File: config.mk
export PLATFORM = sky130hd
export DESIGN_NAME = mulscale_top
export DESIGN_NICKNAME = d
export VERILOG_FILES = /design/src/rtl/mulscale_pkg.sv /design/src/rtl/mulscale_mult.sv /design/src/rtl/mulscale_preg.sv /design/src/rtl/mulscale_scaler.sv /design/src/rtl/mulscale_top.sv
export SDC_FILE = /design/constraint.sdc
export NUM_CORES = 1
export LEC_CHECK = 0
export ABC_CLOCK_PERIOD_IN_PS = 8029
export BUFFER_PORTS_ARGS = -buffer_cell sky130_fd_sc_hd__buf_2
export CELL_PAD_IN_SITES_DETAIL_PLACEMENT = 0
export CELL_PAD_IN_SITES_GLOBAL_PLACEMENT = 1
export CORE_MARGIN = 5
export CORE_UTILIZATION = 40
export DETAILED_ROUTE_END_ITERATION = 12
export PLACE_DENSITY_LB_ADDON = 0.1
export SETUP_SLACK_MARGIN = 0.1
export SKIP_CTS_REPAIR_TIMING = 1
export SLEW_MARGIN = 20
export SYNTH_ARGS = -nofsm -noshare
export SYNTH_HDL_FRONTEND = slang
export SYNTH_SLANG_ARGS = --single-unit
File: constraint.sdc
create_clock -name clk -period 8.03 [get_ports clk]
set_clock_uncertainty 0.1 [all_clocks]
set_input_delay 0.803 -clock clk [delete_from_list [all_inputs] [get_ports clk]]
set_output_delay 0.803 -clock clk [all_outputs]
set_load 0.05 [all_outputs]
File: src/rtl/mulscale_pkg.sv
package mulscale_pkg;

    localparam int OP_W   = 16;
    localparam int PROD_W = 2 * OP_W;

    typedef enum logic [1:0] {
        SHM_PASS = 2'b00,
        SHM_UP1  = 2'b01,
        SHM_UP4  = 2'b10,
        SHM_DN6  = 2'b11
    } shm_e;

    typedef struct packed {
        logic [OP_W-1:0] a;
        logic [OP_W-1:0] b;
        logic            sgn;
    } mul_req_t;

    // Extend an operand by one bit so that a single signed multiply covers both modes
    function automatic logic [OP_W:0] widen(input logic [OP_W-1:0] v, input logic sgn);
        return {sgn & v[OP_W-1], v};
    endfunction

endpackage

File: src/rtl/mulscale_mult.sv
module mulscale_mult
    import mulscale_pkg::*;
#(
    parameter int W  = OP_W,
    localparam int PW = 2 * W
) (
    input  logic [W-1:0]  a,
    input  logic [W-1:0]  b,
    input  logic          sgn,
    output logic [PW-1:0] p
);
    logic signed [W:0]    a_x;
    logic signed [W:0]    b_x;
    logic signed [PW+1:0] full;

    always_comb begin
        a_x  = $signed({sgn & a[W-1], a});
        b_x  = $signed({sgn & b[W-1], b});
        full = a_x * b_x;
        p    = full[PW-1:0];
    end
endmodule

File: src/rtl/mulscale_preg.sv
module mulscale_preg #(
    parameter int PW = 32
) (
    input  logic          clk,
    input  logic          rst,
    input  logic          load,
    input  logic [PW-1:0] d,
    output logic [PW-1:0] q
);
    always_ff @(posedge clk) begin
        if (rst) begin
            q <= '0;
        end else if (load) begin
            q <= d;
        end
    end
endmodule

File: src/rtl/mulscale_scaler.sv
module mulscale_scaler
    import mulscale_pkg::*;
#(
    parameter int PW      = PROD_W,
    parameter int UP_LO   = 1,
    parameter int UP_HI   = 4,
    parameter int DN_AMT  = 6
) (
    input  logic [PW-1:0] p,
    input  shm_e          mode,
    output logic [PW-1:0] y
);
    localparam int NMODE = 4;

    logic [PW-1:0] cand [NMODE];

    for (genvar m = 0; m < NMODE; m++) begin : g_variant
        if (m == int'(SHM_PASS)) begin : g_pass
            assign cand[m] = p;
        end else if (m == int'(SHM_UP1)) begin : g_lo
            assign cand[m] = {p[PW-1-UP_LO:0], {UP_LO{1'b0}}};
        end else if (m == int'(SHM_UP4)) begin : g_hi
            assign cand[m] = {p[PW-1-UP_HI:0], {UP_HI{1'b0}}};
        end else begin : g_dn
            assign cand[m] = {{DN_AMT{p[PW-1]}}, p[PW-1:DN_AMT]};
        end
    end

    always_comb begin
        y = cand[mode];
    end
endmodule

File: src/rtl/mulscale_top.sv
module mulscale_top
    import mulscale_pkg::*;
(
    input  logic              clk,
    input  logic              rst,
    input  logic              start,
    input  logic [OP_W-1:0]   op_a,
    input  logic [OP_W-1:0]   op_b,
    input  logic              signed_en,
    input  logic [1:0]        shift_mode,
    output logic [PROD_W-1:0] product,
    output logic [PROD_W-1:0] scaled_product
);
    mul_req_t          req;
    logic [PROD_W-1:0] raw;
    shm_e              mode;

    always_comb begin
        req.a   = op_a;
        req.b   = op_b;
        req.sgn = signed_en;
        mode    = shm_e'(shift_mode);
    end

    mulscale_mult #(.W(OP_W)) u_mult (
        .a   (req.a),
        .b   (req.b),
        .sgn (req.sgn),
        .p   (raw)
    );

    mulscale_preg #(.PW(PROD_W)) u_preg (
        .clk  (clk),
        .rst  (rst),
        .load (start),
        .d    (raw),
        .q    (product)
    );

    mulscale_scaler #(.PW(PROD_W), .UP_LO(1), .UP_HI(4), .DN_AMT(6)) u_scaler (
        .p    (product),
        .mode (mode),
        .y    (scaled_product)
    );
endmodule

==> results.md <==
- Yosys cell types: 61
- Main synth FF type: dfxtp_1
- Most used cell along the critical path: fa_1
- Vias in the first global route: 10,200
- Reg2reg setup slack: 6.94 ns
- Max reg flops: 32
- Register area: 641 sq um
- CTS H-tree lvls: 2
- HP Class: reg -> reg
- Setup TNS: 0 ns
- Max-cap violation count: 0
- DRC violations left: 0
- Biggest registers after layout: u_preg.q: 32 flops
- Area of the multi-input gates: 0.0103 sq mm
- Sink Count: 32
- Synthesized netlist cell count: 1,336
- Synth cell count leaders: 323 x inv_1, 282 x fa_1, 158 x nand2_1
- Starting DRT DRC Count: 415
- CP top delay family: adder cells
- Global-route wire length before repair: 55,400 um
- Inserted Clock Buffers: 5
- CP max-delay cell: fa_1
- Die H: 186 um
- Setup CP Type: in -> reg
- RSZ-0062 raised after global routing: false
- Busiest grt layer: met2
- Mean Syn Cell Area: 9.27 sq um
- Root Buffer: clkbuf_16
- Hpwl dp: 27,200 um
- Worst skew pair latency: 0.27 ns
- Hold Startpoint: u_preg.q[20]
- Cell taking the most area after synthesis: fa_1
- DRT Wirelength: 33,700 um
- Period Utilization, post-route: 83.9%
- GRT met3 Usage: 1.66%
- Gr usage total: 20.6%
- Routed vias/inst: 5.13
- Clock Path Buffers: 2
- Hold Path End: u_preg.q[20]
- TritonCTS clock tree: yes
- Status: completed
- M1 GR Usage: 26.0%
- Initial Util: 40.5%
- Fmax: 148 MHz
- Syn_nets: 1,738
- Largest Register: u_preg.q
- Port bufs: 101
- Crit path buf inv count: 4
- Layout net count: 1,790
- Post-Syn Area: 0.0124 sq mm
- Top cell type's share of synthesized area: 45.6%
- Post-synth EDFFs: 0
- Hold Violations, Final: 0
- Layout cell share with drive strength beyond 1: 11.2%
- Final setup vio count: 0
- Synth top area cells: fa_1 46%, inv_1 9.8%, ha_1 8.3%
- Slew Limit Fails: 0
- Die width: 186 um
- Crit-path cells: buf_2 -> and2_1 -> nand2_1 -> inv_1 -> fa_1 -> fa_1 -> inv_1 -> fa_1 -> fa_1 -> fa_1 -> fa_1 -> inv_1 -> ha_1 -> a21o_2 -> a21oi_1 -> nand2_1 -> o211a_1 -> or3_1 -> a32o_1
- Critical path endpoint category: flop
- # rows: 64
- # IOs: 102
- Worst flop-to-flop path startpoint: u_preg.q[26]
- Critical Path Max Stage Delay: 0.66 ns
- Filler cells: 3,148
- Hold Path Stages: 2
- WP data required: 8.10 ns
- CP Data Arrival Time: 6.81 ns
- CP Launch Type: input port
- Yosys warning total: 0
- CP max FO: 26
- Flops & latches, synth: 32
- Pin slew with the least headroom to its limit: 0.906 ns
- Most frequent cell after synthesis: inv_1
- Register area share after synthesis: 5.17%
- Worst reg2reg path depth: 3
- Share of synthesized flip-flops with an asynchronous set or reset: 0%
- Clock Pin Slew Worst Setup and Hold Paths: 0.05 ns
- Pin count of the biggest net entering global routing: 35
- Total congestion overflow: 0
- Relative slew slack: 39.6%
- Post-DRT Antenna Nets: 0
- Core ar.: 0.0306 sq mm
- Initial antenna violation count: 1
- Full die area: 0.0346 sq mm
- M2 GR Usage: 38.6%
- Final GP Congestion: 0.823
- Crit path time final: 6.74 ns
- Routed length per instance: 18.9 um
- Area growth syn-to-layout: 7.89%
- DR pass1 iterations: 6
- RR Endpoint: u_preg.q[26]
- Via Count: 9,164
-- stage by stage --
stage	hold WS, ns	cell area [sq um]	instances	setup slack (ns)	util, %
2_1_floorplan	0.603	12400	1336	1.56	-
3_3_place_gp	0.434	13200	1777	1.03	43.1
3_5_place_dp	0.433	13200	1777	0.989	43.1
4_1_cts	0.444	13400	1785	1.27	43.7
5_1_grt	0.483	13400	1786	0.886	43.7
6_report	0.435	13400	1786	1.29	43.7
-- worst reg2reg max path, stage by stage (launching register included) --
cell and delay [ns]:
dfxtp_1 0.38, a32o_1 0.24, a21oi_1 0.13, o311ai_1 0.10
-- how the worst max path moves through the flow --
stage,end,depth (start not counted),from
3_3_place_gp,u_preg.q[22],20,signed_en
4_1_cts,u_preg.q[26],20,signed_en
6_report,u_preg.q[29],19,op_a[15]
3_5_place_dp,u_preg.q[26],20,signed_en
5_1_grt,u_preg.q[29],19,op_a[15]
2_1_floorplan,u_preg.q[27],22,op_b[6]
-- layout by cell type, fill, tap and decap left out, types with 17 or more instances in the layout --
cell	instances
dfxtp_1	32
inv_1	323
buf_2	101
o21ai_0	17
fa_1	282
and2_1	132
a21oi_1	24
ha_1	82
nand2_1	158
nor2_1	43
xnor2_1	23
mux4_2	27
-- cells by family after synthesis --
logic type | synth area share (%)
simple gates | 15.7
buf+inv | 11.5
fa+ha+maj | 53.9
compound gates | 5.82
mux | 5.83
flops | 5.17
xor+xnor | 2.12
-- per-layer routing --
metal,vias to the layer above,wire [um]
met5,-,0
met4,0,800
met3,38,956
met2,146,18000
met1,4833,13900
li1,4147,-
-- final cells by class --
class                      count  share of cell area (%)
antenna                        1                  0.0187
multi-input combinational    924                    77.2
timing repair buffer         102                    3.84
sequential                    32                    4.79
clock inverter                 1                   0.225
tap                          396                    3.71
clock buffer                   7                    1.14
inverter                     323                    9.07
Power is not shown: default switching activity piles up to over one toggle a cycle in this logic, so the estimate is an artifact.
